File: src/rtl/gpio_port_pkg.sv
package gpio_port_pkg;
  localparam int ADDR_W = 3;

  typedef enum logic [ADDR_W-1:0] {
    REG_LATCH    = 3'd0,
    REG_PINS     = 3'd1,
    REG_DIR      = 3'd2,
    REG_PULL_EN  = 3'd3,
    REG_POLARITY = 3'd4,
    REG_WOR      = 3'd5,
    REG_IRQ_EN   = 3'd6,
    REG_IRQ_FLAG = 3'd7
  } reg_sel_e;
endpackage

File: src/rtl/gpio_sync.sv
module gpio_sync #(
  parameter int W      = 8,
  parameter int STAGES = 2
) (
  input  logic         clk,
  input  logic         rst,
  input  logic [W-1:0] d,
  output logic [W-1:0] q
);
  logic [W-1:0] stg [STAGES];

  always_ff @(posedge clk) begin
    if (rst) begin
      for (int s = 0; s < STAGES; s++) stg[s] <= '0;
    end else begin
      stg[0] <= d;
      for (int s = 1; s < STAGES; s++) stg[s] <= stg[s-1];
    end
  end

  assign q = stg[STAGES-1];
endmodule

File: src/rtl/gpio_regs.sv
module gpio_regs
  import gpio_port_pkg::*;
#(
  parameter int W = 8
) (
  input  logic              clk,
  input  logic              rst,
  input  logic [ADDR_W-1:0] bus_addr,
  input  logic              bus_we,
  input  logic [W-1:0]      bus_wdata,
  output logic [W-1:0]      bus_rdata,
  input  logic [W-1:0]      sync_pin,
  input  logic [W-1:0]      flag_q,
  output logic [W-1:0]      latch_q,
  output logic [W-1:0]      dir_q,
  output logic [W-1:0]      pen_q,
  output logic [W-1:0]      pol_q,
  output logic [W-1:0]      wor_q,
  output logic [W-1:0]      ien_q,
  output logic [W-1:0]      flag_clr
);
  reg_sel_e     sel;
  logic [W-1:0] rd_mux;

  assign sel      = reg_sel_e'(bus_addr);
  assign flag_clr = (bus_we && sel == REG_IRQ_FLAG) ? bus_wdata : '0;

  always_ff @(posedge clk) begin
    if (rst) begin
      latch_q <= '0;
      dir_q   <= '0;
      pen_q   <= '0;
      pol_q   <= '0;
      wor_q   <= '0;
      ien_q   <= '0;
    end else if (bus_we) begin
      case (sel)
        REG_LATCH:    latch_q <= bus_wdata;
        REG_DIR:      dir_q   <= bus_wdata;
        REG_PULL_EN:  pen_q   <= bus_wdata;
        REG_POLARITY: pol_q   <= bus_wdata;
        REG_WOR:      wor_q   <= bus_wdata;
        REG_IRQ_EN:   ien_q   <= bus_wdata;
        default: ;
      endcase
    end
  end

  always_comb begin
    case (sel)
      REG_LATCH:    rd_mux = (dir_q & latch_q) | (~dir_q & sync_pin);
      REG_PINS:     rd_mux = sync_pin;
      REG_DIR:      rd_mux = dir_q;
      REG_PULL_EN:  rd_mux = pen_q;
      REG_POLARITY: rd_mux = pol_q;
      REG_WOR:      rd_mux = wor_q;
      REG_IRQ_EN:   rd_mux = ien_q;
      default:      rd_mux = flag_q;
    endcase
  end

  always_ff @(posedge clk) begin
    if (rst) bus_rdata <= '0;
    else     bus_rdata <= rd_mux;
  end
endmodule

File: src/rtl/gpio_edge_irq.sv
module gpio_edge_irq #(
  parameter int W = 8
) (
  input  logic         clk,
  input  logic         rst,
  input  logic [W-1:0] sync_pin,
  input  logic [W-1:0] pol_q,
  input  logic [W-1:0] ien_q,
  input  logic [W-1:0] flag_clr,
  output logic [W-1:0] edge_hit,
  output logic [W-1:0] flag_q,
  output logic         irq
);
  logic [W-1:0] prev_q;
  logic [W-1:0] rise;
  logic [W-1:0] fall;

  assign rise     = sync_pin & ~prev_q;
  assign fall     = ~sync_pin & prev_q;
  assign edge_hit = (pol_q & rise) | (~pol_q & fall);

  always_ff @(posedge clk) begin
    if (rst) begin
      prev_q <= '0;
      flag_q <= '0;
      irq    <= 1'b0;
    end else begin
      prev_q <= sync_pin;
      flag_q <= (flag_q & ~flag_clr) | edge_hit;
      irq    <= |(flag_q & ien_q);
    end
  end
endmodule

File: src/rtl/gpio_pad_ctl.sv
module gpio_pad_ctl #(
  parameter int W = 8
) (
  input  logic         clk,
  input  logic         rst,
  input  logic [W-1:0] latch_q,
  input  logic [W-1:0] dir_q,
  input  logic [W-1:0] pen_q,
  input  logic [W-1:0] pol_q,
  input  logic [W-1:0] wor_q,
  input  logic [W-1:0] periph_sel,
  input  logic [W-1:0] periph_out,
  input  logic [W-1:0] periph_oe,
  output logic [W-1:0] pad_out,
  output logic [W-1:0] pad_oe,
  output logic [W-1:0] pad_pu,
  output logic [W-1:0] pad_pd
);
  for (genvar i = 0; i < W; i++) begin : g_pin
    logic out_d, oe_d, pull_ok;

    always_comb begin
      if (periph_sel[i]) begin
        out_d   = periph_out[i];
        oe_d    = periph_oe[i];
        pull_ok = ~periph_oe[i];
      end else if (dir_q[i] && wor_q[i]) begin
        out_d   = 1'b0;
        oe_d    = ~latch_q[i];
        pull_ok = 1'b1;
      end else if (dir_q[i]) begin
        out_d   = latch_q[i];
        oe_d    = 1'b1;
        pull_ok = 1'b0;
      end else begin
        out_d   = 1'b0;
        oe_d    = 1'b0;
        pull_ok = 1'b1;
      end
    end

    always_ff @(posedge clk) begin
      if (rst) begin
        pad_out[i] <= 1'b0;
        pad_oe[i]  <= 1'b0;
        pad_pu[i]  <= 1'b0;
        pad_pd[i]  <= 1'b0;
      end else begin
        pad_out[i] <= out_d;
        pad_oe[i]  <= oe_d;
        pad_pu[i]  <= pull_ok & pen_q[i] & ~pol_q[i];
        pad_pd[i]  <= pull_ok & pen_q[i] & pol_q[i];
      end
    end
  end
endmodule

File: src/rtl/gpio_port_ctrl.sv
module gpio_port_ctrl
  import gpio_port_pkg::*;
#(
  parameter int W           = 8,
  parameter int SYNC_STAGES = 2
) (
  input  logic              clk,
  input  logic              rst,
  input  logic [ADDR_W-1:0] bus_addr,
  input  logic              bus_we,
  input  logic [W-1:0]      bus_wdata,
  output logic [W-1:0]      bus_rdata,
  input  logic [W-1:0]      pin_in,
  input  logic [W-1:0]      periph_sel,
  input  logic [W-1:0]      periph_out,
  input  logic [W-1:0]      periph_oe,
  output logic [W-1:0]      pad_out,
  output logic [W-1:0]      pad_oe,
  output logic [W-1:0]      pad_pu,
  output logic [W-1:0]      pad_pd,
  output logic              irq
);
  logic [W-1:0] sync_pin;
  logic [W-1:0] latch_q, dir_q, pen_q, pol_q, wor_q, ien_q;
  logic [W-1:0] flag_q, flag_clr, edge_hit;

  gpio_sync #(.W(W), .STAGES(SYNC_STAGES)) u_sync (
    .clk(clk), .rst(rst), .d(pin_in), .q(sync_pin)
  );

  gpio_regs #(.W(W)) u_regs (
    .clk(clk), .rst(rst), .bus_addr(bus_addr), .bus_we(bus_we),
    .bus_wdata(bus_wdata), .bus_rdata(bus_rdata), .sync_pin(sync_pin),
    .flag_q(flag_q), .latch_q(latch_q), .dir_q(dir_q), .pen_q(pen_q),
    .pol_q(pol_q), .wor_q(wor_q), .ien_q(ien_q), .flag_clr(flag_clr)
  );

  gpio_edge_irq #(.W(W)) u_edge (
    .clk(clk), .rst(rst), .sync_pin(sync_pin), .pol_q(pol_q),
    .ien_q(ien_q), .flag_clr(flag_clr), .edge_hit(edge_hit),
    .flag_q(flag_q), .irq(irq)
  );

  gpio_pad_ctl #(.W(W)) u_pad (
    .clk(clk), .rst(rst), .latch_q(latch_q), .dir_q(dir_q), .pen_q(pen_q),
    .pol_q(pol_q), .wor_q(wor_q), .periph_sel(periph_sel),
    .periph_out(periph_out), .periph_oe(periph_oe), .pad_out(pad_out),
    .pad_oe(pad_oe), .pad_pu(pad_pu), .pad_pd(pad_pd)
  );
endmodule

File: config.mk
export PLATFORM = sky130hd
export DESIGN_NAME = gpio_port_ctrl
export DESIGN_NICKNAME = d
export VERILOG_FILES = /design/src/rtl/gpio_port_pkg.sv /design/src/rtl/gpio_sync.sv /design/src/rtl/gpio_regs.sv /design/src/rtl/gpio_edge_irq.sv /design/src/rtl/gpio_pad_ctl.sv /design/src/rtl/gpio_port_ctrl.sv
export SDC_FILE = /design/constraint.sdc
export NUM_CORES = 1
export LEC_CHECK = 0
export ABC_CLOCK_PERIOD_IN_PS = 1420
export BUFFER_PORTS_ARGS = -buffer_cell sky130_fd_sc_hd__buf_2
export CORE_MARGIN = 2
export CORE_UTILIZATION = 55
export DETAILED_ROUTE_END_ITERATION = 7
export PLACE_DENSITY = 0.9
export SLEW_MARGIN = 20
export SYNTH_ARGS = -nofsm -noshare
export SYNTH_HDL_FRONTEND = slang
export SYNTH_SLANG_ARGS = --single-unit
File: constraint.sdc
create_clock -name clk -period 1.42 [get_ports clk]
set_input_delay 0.213 -clock clk [delete_from_list [all_inputs] [get_ports clk]]
set_output_delay 0.213 -clock clk [all_outputs]
set_load 0.03 [all_outputs]
==> key figures, run 1 <==
Run status
  – Status: complete, but fails checks
  – Violated checks: hold timing

STA
  – Crit path time final: approximately 1.3 ns
  – Setup Viol. Count Final: 0
  – Worst Skew: approximately 0.0056 ns
  – RSZ-0062 raised after global routing: false
  – Setup tns final: 0 ns
  – Worst rel slew slack: a little under 80%
  – Max-slew violations: 0
  – Max Fclk: approximately 770 MHz
  – WHS: -0.00254 ns
  – Fin. Hold Viols: 1
  – Period utilization: between 90 and 100%
  – Worst Tran Pin Value: 0.325 ns

Detailed routing
  – DRT iter0 DRCs: 333
  – WL final: approximately 14000 µm
  – DR WL/cell: roughly 17 µm
  – Via density: just under 6
  – DR pass1 iterations: 6
  – Detail Route Antenna Nets: 0
  – Remaining DRCs: 0
  – DR vias: 4671

Floorplanning
  – I/O Pins: 87
  – Core Rows: 34
  – Core area: 0.00876 mm²
  – Initial core utilization: ~57%
  – Die area: 0.00982 mm²
  – Chip Width: between 90 and 100 µm
  – Height of the die: around 100 µm

Yosys
  – Mapped Nets: between 500 and 600
  – Yosys cell types: 42
  – Synth Warn #: 0
  – Sequential area share after synthesis: between 40 and 50%
  – Synthesized area: 0.00497 mm²
  – Most common cell in the netlist: dfxtp_1
  – Synth Register Bits: 121
  – Area contributors post-synth: dfxtp_1 49%, nand2_1 6.5%, a21oi_1 4.8%
  – Top-area cell type share of the netlist area: approximately 49%
  – Yosys top cell by area: dfxtp_1
  – Ys async rst share: 0%
  – Main synth FF type: dfxtp_1
  – Cells after Synth: ~540
  – Commonest cells post-synth: 121 x dfxtp_1, 86 x nand2_1, 51 x nor2_1, 48 x a21oi_1, 29 x nand3b_1
  – Avg Cell Area, Syn: approximately 9.2 µm²
  – Number of synthesized flops with an enable pin: 0

Power and ir drop
  – Pwr/cell area: between 1000 and 1500 mW/mm²
  – Peak VDD IR: 934 µV
  – Leak Pwr: ~2.6 nW

Clocking
  – TritonCTS clock tree: built
  – Clk slew on worst S/H paths: 0.06 ns
  – CTS max path bufs: 2
  – # Post-CTS Setup Buffers: 0
  – Root buffer cell: clkbuf_8
  – Clk_lat worst skew: 0.54 ns
  – H-tree depth: 4
  – Total CTS buffers: 17
  – Clock Sinks: between 100 and 150

Layout
  – P&R area growth vs syn: 34.5%
  – Proportion of layout cells with a drive suffix above 1: about a quarter
  – Diode count: 0
  – Layout net count: around 730
  – Post-layout util: roughly three quarters
  – Fillers: approximately 570

Global routing
  – M3 GR Usage: under 10%
  – Total Routing Usage GR: a little under 30%
  – Overflow after GRT: 0
  – M1 GR Usage: between 30% and 40%
  – Gr busiest metal: met2
  – Number of global-route vias before repair: 4583
  – First-pass GRT wire length: about 22000 µm
  – Antenna violations before repair: 0
  – Largest net degree at the start of global routing: 58
  – Routing usage on met2: a little under half

Critical path
  – Cell family with most CP delay: flip-flops
  – CP Class: reg -> out
  – Slowest CP cell: dfxtp_1
  – CP Buf/Inv Count: 1
  – Critical Path Start Type: flip-flop
  – Arrival time of the worst setup path: ~1.1 ns
  – Worst-path fanout max: 1
  – CP required: 1.21 ns
  – Worst path max stage delay: about 0.35 ns
  – Critical Path Sink Type: output port
  – CP cell instances: buf_2

Placed design
  – HPWL Detailed: 8410 µm
  – Placer Congestion: about 0.9
  – Port buffer count: 86

Min path
  – Hold/Removal Path Class: in -> reg

Run
  – Max-Cap Viols: 0
metrics by stage:
| stage | worst slack, ns | power, mW | hold slack (ns) | instances | cell area [µm²] |
|---|---|---|---|---|---|
| detailed placement | 0.0196 | 4.23 | 0.424 | 731 | 5630 |
| floorplan | 0.273 | 3.98 | 0.341 | 539 | 4970 |
| CTS | 0.0222 | 8.59 | 0.000241 | 807 | 6680 |
| global route | 0.109 | 8.85 | 0.00859 | 806 | 6690 |
| finish | 0.119 | 8.61 | -0.00254 | 806 | 6690 |
| global placement | 0.0854 | 4.21 | 0.416 | 731 | 5630 |
metal layers:
metal	up-vias	share of wire, %
li1	2189	-
met1	2172	40
met2	251	48
met3	59	8.2
met4	0	3.9
met5	-	0
report_power, final:
| group | total, mW | internal [mW] | leakage (nW) | switching [mW] |
|---|---|---|---|---|
| Combinational | 0.715 | 0.330 | 1.35 | 0.385 |
| Clock | 4.32 | 2.84 | 0.287 | 1.48 |
| Sequential | 3.57 | 3.50 | 0.986 | 0.0717 |
| Total | 8.61 | 6.67 | 2.63 | 1.94 |
cell families after synthesis:
kind of cell,after synthesis,share of synthesized area [%]
buffers and inverters,49,5.16
DFF,121,48.7
muxes,31,6.62
and+or+nand+nor,229,25.3
AOI/OAI and AO/OA,109,14.2
path summary, 6_finish.rpt:
path	from	end	slack [ns]	cells after the start
max reg2reg	u_regs.dir_q[6]	u_regs.bus_rdata[6]	0.17	3
min	periph_sel[0]	u_pad.pad_out[0]	-0.003	3
min reg2reg	u_sync.stg[0][7]	u_sync.stg[0][15]	0.43	1
max	u_regs.bus_rdata[1]	bus_rdata[1]	0.12	1
cell usage in the layout, fill, tap and decap left out, drive strengths merged, types with 2 or more instances in the layout:
master,instances
a31oi,9
nand3b,29
a41oi,2
clkbuf,24
clkinv,2
nor2,51
and3b,3
mux2i,16
bufinv,3
o21ai,9
clkinvlp,2
a211o,3
dfxtp,121
nor2b,24
a22oi,11
dlygate4sd3,44
nand4b,9
nor4bb,9
and4b,3
o311a,4
a21o,7
a311oi,7
and4bb,2
mux2,15
or3b,7
o221ai,7
inv,18
buf,115
a21oi,48
nand2,86
timing repair:
action,4_1_cts,5_1_grt
endpoints found under the setup margin,0,1
hold buffers,45,0
hold endpoints to repair,42,0
gates resized for setup,0,5
area by class of cell:
cell class / count / area [µm²] / area share [%]
Sequential cell: 121 / 2430 / 36.3
Multi-Input combinational cell: 369 / 2310 / 34.5
Timing Repair Buffer: 159 / 1150 / 17.3
Clock buffer: 24 / 480 / 7.19
Tap cell: 108 / 135 / 2.02
Clock inverter: 7 / 115 / 1.72
Inverter: 18 / 67.6 / 1.01
state kept, by name, summed over array words and instances, names as in the netlist:
signal and cells:
u_edge.flag_q 8, u_edge.prev_q 8, u_pad.pad_pu 8, u_pad.pad_out 8, u_pad.pad_oe 8, u_pad.pad_pd 8, u_regs.dir_q 8, u_sync.stg 16
u_regs.ien_q 8, u_regs.pol_q 8, u_regs.bus_rdata 8, u_regs.wor_q 8, u_regs.pen_q 8, u_regs.latch_q 8, u_edge.irq 1
(Power assumes the default switching activity.)
==> inputs of run 2 (changes only) <==
--- a/config.mk
+++ b/config.mk
@@ -6,11 +6,11 @@
 export NUM_CORES = 1
 export LEC_CHECK = 0
 export ABC_CLOCK_PERIOD_IN_PS = 1420
-export BUFFER_PORTS_ARGS = -buffer_cell sky130_fd_sc_hd__buf_2
 export CORE_MARGIN = 2
 export CORE_UTILIZATION = 55
 export DETAILED_ROUTE_END_ITERATION = 7
-export PLACE_DENSITY = 0.9
+export DONT_BUFFER_PORTS = 1
+export PLACE_DENSITY = 0.7
 export SLEW_MARGIN = 20
 export SYNTH_ARGS = -nofsm -noshare
 export SYNTH_HDL_FRONTEND = slang
==> run 2 against run 1 <==
Compared with the run above:
- the flow still finishes with violations (hold timing)
- combinational power fell by 32%
- register-to-register slack got worse by 0.06 ns
- first-iteration DRC count fell by 10%
- final cell count fell by 7.7%
- critical path depth rose by 4
==> key figures, run 2 (synthesis results as in run 1) <==
Layout
  – Commonest non-fill, non-tap cell in the layout: dfxtp_1 (unchanged)
  – Layout net count: 673 (was 732)
  – Non-filler cells, final: 744 (was 806)
  – Commonest non-fill, non-tap cells in the layout: 120 x dfxtp_1, 88 x dlygate4sd3_1, 86 x nand2_1 (was 118 x dfxtp_1, 86 x nand2_1, 85 x buf_2)
  – P&R area growth vs syn: 29.0% (was 34.5%)
  – Diode count: 0 (unchanged)
  – Most flop-heavy register: u_sync.stg (unchanged)
  – Multi-input gate area: 0.00229 mm² (was 0.00231 mm²)
  – Proportion of layout cells with a drive suffix above 1: 10.5% (was 25.1%)
  – Fillers: 637 (was 574)
  – Largest register FFs: 16 (unchanged)
  – Reg area: 0.00242 mm² (was 0.00243 mm²)

Floorplanning
  – Core Rows: 34 (unchanged)
  – Chip Width: 99.1 µm (unchanged)
  – Initial core utilization: 56.7% (unchanged)
  – I/O Pins: 87 (unchanged)
  – Die area: 0.00982 mm² (unchanged)
  – Height of the die: 99.1 µm (unchanged)
  – Core area: 0.00876 mm² (unchanged)

Power and ir drop
  – Pwr Total: 7.68 mW (was 8.61 mW)
  – Internal Power: 5.90 mW (was 6.67 mW)
  – Sequential share of power: 47.3% (was 41.5%)
  – NetSw: 1.79 mW (was 1.94 mW)
  – Peak VDD IR: 786 µV (was 934 µV)
  – Sw Ratio: 23.2% (was 22.5%)
  – Leak Pwr: 2.38 nW (was 2.63 nW)
  – Power share of the clock group: 46.4% (was 50.2%)
  – Pwr/cell area: 1200 mW/mm² (was 1290 mW/mm²)
  – Power share of the combinational group: 6.3% (was 8.3%)

Run
  – Max-Cap Viols: 0 (unchanged)

Detailed routing
  – DR WL/cell: 18.6 µm (was 17.3 µm)
  – DR vias: 4448 (was 4671)
  – WL final: 13800 µm (was 13900 µm)
  – Remaining DRCs: 0 (unchanged)
  – DRT iter0 DRCs: 299 (was 333)
  – DR pass1 iterations: 5 (was 6)
  – Via density: 5.98 (was 5.80)
  – Detail Route Antenna Nets: 0 (unchanged)

Global routing
  – Overflow after GRT: 0 (unchanged)
  – First-pass GRT wire length: 22300 µm (about the same)
  – Number of global-route vias before repair: 4365 (was 4583)
  – Antenna violations before repair: 0 (unchanged)
  – Total Routing Usage GR: 29.3% (was 29.2%)
  – Largest net degree at the start of global routing: 67 (was 58)

Critical path
  – Worst-path fanout max: 36 (was 1)
  – Slowest CP cell: dlygate4sd3_1 (was dfxtp_1)
  – CP required: 1.82 ns (was 1.21 ns)
  – Worst path max stage delay: 0.71 ns (was 0.35 ns)
  – Critical Path Start Type: input port (was flip-flop)
  – CP Class: in -> reg (was reg -> out)
  – CP Buf/Inv Count: 2 (was 1)
  – Cell family with most CP delay: buffers and inverters (was flip-flops)
  – CP cell instances: dlygate4sd3_1 -> nor3_2 -> buf_4 -> a22oi_1 -> a311oi_1 (was buf_2)
  – Critical Path Sink Type: flip-flop (was output port)
  – Arrival time of the worst setup path: 1.77 ns (was 1.09 ns)

STA
  – Fin. Hold Viols: 7 (was 1)
  – Max-slew violations: 0 (unchanged)
  – Worst Skew: 0.00475 ns (was 0.00557 ns)
  – Crit path time final: 1.37 ns (was 1.30 ns)
  – Period utilization: 96.5% (was 91.6%)
  – Worst Tran Pin Value: 0.575 ns (was 0.325 ns)
  – WHS: -0.108 ns (was -0.00254 ns)
  – Worst rel slew slack: 61.7% (was 78.2%)
  – Setup ws final: 0.0501 ns (was 0.119 ns)
  – Max Fclk: 730 MHz (was 769 MHz)
  – Setup Viol. Count Final: 0 (unchanged)
  – RSZ-0062 raised after global routing: false (unchanged)
  – Setup tns final: 0 ns (unchanged)

Clocking
  – Clk slew on worst S/H paths: 0.06 ns (about the same)
  – Clk_lat worst skew: 0.51 ns (was 0.54 ns)
  – CTS Hold Bufs: 90 (was 45)
  – Root buffer cell: clkbuf_8 (unchanged)
  – Clock Sinks: 121 (unchanged)
  – TritonCTS clock tree: built (unchanged)
  – # Post-CTS Setup Buffers: 0 (unchanged)
  – CTS max path bufs: 2 (unchanged)
  – Total CTS buffers: 17 (unchanged)
  – H-tree depth: 4 (unchanged)

Placed design
  – Setup WS pre-CTS: 0.198 ns (was 0.0196 ns)
  – HPWL Detailed: 7500 µm (was 8410 µm)
  – Port buffer count: 0 (was 86)
  – Placed Cells: 626 (was 731)
  – Placer Congestion: 0.855 (was 0.894)

Run status
  – Status: complete, but fails checks (unchanged)
  – Violated checks: hold timing (unchanged)

Min path
  – Hold/Removal Path Class: in -> reg (unchanged)
-- run 2: repair_timing --
item | 4_1_cts | 5_1_grt
gates resized for setup | 0 | 2
endpoints found under the setup margin | 0 | 6
hold endpoints to repair | 121 | 8
-- run 2: final cells by class --
class	count	share of cell area, %
inverter	18	1.05
multi-input combinational	369	35.7
clock buffer	19	6.73
timing repair buffer	100	15.7
tap	108	2.11
clock inverter	9	0.878
sequential	121	37.8
-- run 2: path summary, 6_finish.rpt --
check / from / end / depth (start not counted) / slack (ns)
setup / recovery: bus_addr[2] / u_regs.bus_rdata[5] / 5 / 0.05
hold / removal: bus_addr[1] / u_regs.bus_rdata[1] / 2 / -0.11
setup reg to reg: u_regs.dir_q[1] / u_pad.pad_oe[1] / 3 / 0.11
hold reg to reg: u_sync.stg[0][5] / u_sync.stg[0][13] / 1 / 0.44
-- run 2: power groups by stage --
stage,clock [mW],combinational (mW),sequential [mW]
after floorplan,0,0.302,3.68
after global placement,0,0.249,3.70
after detailed placement,0,0.258,3.71
after CTS,3.59,0.472,3.63
after global routing,3.79,0.526,3.65
final,3.56,0.485,3.64
-- run 2: metal layers --
| metal | vias up | track usage, % | wire length, µm |
|---|---|---|---|
| met1 | 2122 | 36.3 | 5580 |
| met5 | - | 0 | 0 |
| met2 | 211 | 48.5 | 6700 |
| met4 | 0 | 10.9 | 410 |
| met3 | 48 | 8.58 | 1140 |
| li1 | 2067 | - | - |
-- run 2: metrics by stage --
stage	cell area (µm²)	utilization (%)
2_1_floorplan	4970	-
6_report	6420	73.2
3_3_place_gp	5010	57.1
3_5_place_dp	5010	57.1
4_1_cts	6410	73.2
5_1_grt	6420	73.2
-- run 2: worst reg2reg max path, stage by stage (launching register included) --
cell	delay, ns
dfxtp_1	0.42
nand3b_1	0.11
a21oi_1	0.16
dlygate4sd3_1	0.57
==> inputs of run 3 (changes only) <==
--- a/config.mk
+++ b/config.mk
@@ -7,10 +7,9 @@
 export LEC_CHECK = 0
 export ABC_CLOCK_PERIOD_IN_PS = 1420
 export CORE_MARGIN = 2
-export CORE_UTILIZATION = 55
+export CORE_UTILIZATION = 50
 export DETAILED_ROUTE_END_ITERATION = 7
 export DONT_BUFFER_PORTS = 1
-export PLACE_DENSITY = 0.7
 export SLEW_MARGIN = 20
 export SYNTH_ARGS = -nofsm -noshare
 export SYNTH_HDL_FRONTEND = slang
==> run 3 against run 2 <==
Compared with the run above:
- the flow still finishes with violations (hold timing)
- die area rose by 9.6%
- non-clock buffer count rose by 5
- final cell count rose by 4.6%
- clock power rose by 24%
- register-to-register slack barely moved
- design area rose by 2.8%
- via count fell by 0.36%
- critical path depth fell by 1
- routed wire length barely moved
- hold slack improved by 0.0074 ns
- sequential share of layout area fell by 1.1 points
- clock-buffer cell count rose by 1
- largest cell class unchanged
- largest power group is now clock
==> key figures, run 3 (synthesis results as in run 1) <==
Run status
  – Status: complete, but fails checks (unchanged)
  – Violated checks: hold timing (unchanged)

Min path
  – Worst Hold End: u_regs.bus_rdata[6] (was u_regs.bus_rdata[1])
  – Min-delay src: bus_addr[1] (unchanged)
  – WHS Path Cells: 2 (unchanged)
  – Hold/Removal Path Class: in -> reg (unchanged)

Power and ir drop
  – Power share of the combinational group: 5.8% (was 6.3%)
  – Power share of the clock group: 51.6% (was 46.4%)
  – Internal Power: 6.62 mW (was 5.90 mW)
  – Pwr/cell area: 1290 mW/mm² (was 1200 mW/mm²)
  – Sequential share of power: 42.6% (was 47.3%)
  – Leak Pwr: 2.43 nW (was 2.38 nW)
  – NetSw: 1.90 mW (was 1.79 mW)
  – Peak VDD IR: 1010 µV (was 786 µV)
  – Sw Ratio: 22.3% (was 23.2%)

Run
  – Max-Cap Viols: 0 (unchanged)

STA
  – Fin. Hold Viols: 9 (was 7)
  – Setup Viol. Count Final: 0 (unchanged)
  – Worst Skew: 0.00683 ns (was 0.00475 ns)
  – Crit path time final: 1.32 ns (was 1.37 ns)
  – Worst rel slew slack: 57.6% (was 61.7%)
  – Max Fclk: 756 MHz (was 730 MHz)
  – Worst Tran Pin Value: 0.634 ns (was 0.575 ns)
  – Setup tns final: 0 ns (unchanged)
  – Max-slew violations: 0 (unchanged)
  – Period utilization: 93.1% (was 96.5%)
  – WHS: -0.101 ns (was -0.108 ns)
  – RSZ-0062 raised after global routing: false (unchanged)

Detailed routing
  – DRT iter0 DRCs: 249 (was 299)
  – WL final: 13800 µm (about the same)
  – Via density: 5.70 (was 5.98)
  – DR WL/cell: 17.8 µm (was 18.6 µm)
  – Detail Route Antenna Nets: 0 (unchanged)
  – DR vias: 4432 (was 4448)
  – DR pass1 iterations: 5 (unchanged)
  – Remaining DRCs: 0 (unchanged)

Floorplanning
  – Core Rows: 36 (was 34)
  – Initial core utilization: 51.1% (was 56.7%)
  – Core area: 0.00973 mm² (was 0.00876 mm²)
  – Height of the die: 104 µm (was 99.1 µm)
  – Chip Width: 104 µm (was 99.1 µm)
  – I/O Pins: 87 (unchanged)
  – Die area: 0.0108 mm² (was 0.00982 mm²)

Critical path
  – CP required: 1.82 ns (about the same)
  – Critical R2R Capture: u_edge.flag_q[1] (was u_pad.pad_oe[1])
  – R2R Path Start: u_regs.pol_q[1] (was u_regs.dir_q[1])
  – Reg2reg path depth: 4 (was 3)
  – Critical Path Sink Type: flip-flop (unchanged)
  – CP Class: reg -> reg (was in -> reg)
  – Worst-path fanout max: 6 (was 36)
  – Critical Path Start Type: flip-flop (was input port)
  – Reg-to-reg slack, setup: 0.1 ns (was 0.11 ns)
  – Arrival time of the worst setup path: 1.72 ns (was 1.77 ns)

Layout
  – Proportion of layout cells with a drive suffix above 1: 11.0% (was 10.5%)
  – Diode count: 0 (unchanged)
  – Layout net count: 678 (was 673)
  – Reg area: 0.00242 mm² (about the same)
  – Commonest non-fill, non-tap cells in the layout: 121 x dfxtp_1, 91 x dlygate4sd3_1, 86 x nand2_1 (was 120 x dfxtp_1, 88 x dlygate4sd3_1, 86 x nand2_1)
  – Commonest non-fill, non-tap cell in the layout: dfxtp_1 (unchanged)
  – Fillers: 771 (was 637)
  – Multi-input gate area: 0.00229 mm² (unchanged)
  – Most flop-heavy register: u_sync.stg (unchanged)
  – P&R area growth vs syn: 32.7% (was 29.0%)
  – Largest register FFs: 16 (unchanged)

Global routing
  – Overflow after GRT: 0 (unchanged)
  – Total Routing Usage GR: 26.4% (was 29.3%)
  – Largest net degree at the start of global routing: 67 (unchanged)
  – First-pass GRT wire length: 22400 µm (was 22300 µm)
  – Number of global-route vias before repair: 4319 (was 4365)
  – Antenna violations before repair: 0 (unchanged)

Clocking
  – TritonCTS clock tree: built (unchanged)
  – Clk slew on worst S/H paths: 0.06 ns (about the same)
  – Clock Sinks: 121 (unchanged)
  – Cts repair resizes: 0 (unchanged)
  – Total CTS buffers: 17 (unchanged)
  – Clk_lat worst skew: 0.51 ns (about the same)
  – H-tree depth: 4 (unchanged)
  – Root buffer cell: clkbuf_8 (unchanged)
  – CTS max path bufs: 2 (unchanged)
  – # Post-CTS Setup Buffers: 0 (unchanged)

Placed design
  – Placer Congestion: 0.859 (was 0.855)
  – HPWL Detailed: 7620 µm (was 7500 µm)
  – Port buffer count: 0 (unchanged)
## run 3: per-layer routing
metal	track usage [%]	up-vias	wire length [µm]
li1	-	2096	-
met1	34.9	2107	6120
met2	40.9	198	6290
met3	7.80	31	1080
met4	9.94	0	336
met5	0	-	0
## run 3: per-stage QoR
stage / setup WS (ns) / power, mW / util, % / area (µm²) / instances
after detailed placement: 0.197 / 3.97 / 52.0 / 5060 / 654
after global routing: 0.00261 / 8.79 / 67.8 / 6600 / 778
after CTS: 0.0461 / 8.57 / 67.8 / 6600 / 778
after floorplan: 0.273 / 3.98 / - / 4970 / 539
after global placement: 0.209 / 3.96 / 52.0 / 5060 / 654
final: 0.0979 / 8.52 / 67.8 / 6600 / 778
## run 3: worst max-delay path by stage
| stage | start | end | slack, ns |
|---|---|---|---|
| 2_1_floorplan | bus_addr[0] | u_regs.latch_q[6] | 0.27 |
| 3_3_place_gp | u_regs.dir_q[4] | u_regs.bus_rdata[4] | 0.21 |
| 3_5_place_dp | u_regs.dir_q[2] | u_regs.bus_rdata[2] | 0.20 |
| 4_1_cts | u_regs.pol_q[3] | u_edge.flag_q[3] | 0.05 |
| 5_1_grt | u_regs.pol_q[1] | u_edge.flag_q[1] | 0.003 |
| 6_report | u_regs.pol_q[1] | u_edge.flag_q[1] | 0.1 |
## run 3: worst max-delay path, stage by stage, from the launching register on
cell and delay [ns]:
dfxtp_1 0.43, nor2_1 0.07, nand2_1 0.07, a31oi_1 0.07, dlygate4sd3_1 0.56
## run 3: what timing repair did
item,4_1_cts,5_1_grt
endpoints found under the setup margin,0,1
hold buffers,92,1
hold endpoints to repair,121,9
## run 3: power by group through the flow
stage | combinational (mW) | sequential [mW] | clock, mW
2_1_floorplan | 0.302 | 3.68 | 0
3_3_place_gp | 0.260 | 3.70 | 0
3_5_place_dp | 0.266 | 3.70 | 0
4_1_cts | 0.483 | 3.63 | 4.45
5_1_grt | 0.534 | 3.64 | 4.62
6_report | 0.492 | 3.63 | 4.40
## run 3: final cells by class
type | count | share of cell area, %
Clock buffer | 20 | 6.45
Clock inverter | 12 | 2.65
Inverter | 18 | 1.02
Multi-Input combinational cell | 369 | 34.8
Sequential cell | 121 | 36.7
Tap cell | 133 | 2.52
Timing Repair Buffer | 105 | 15.9
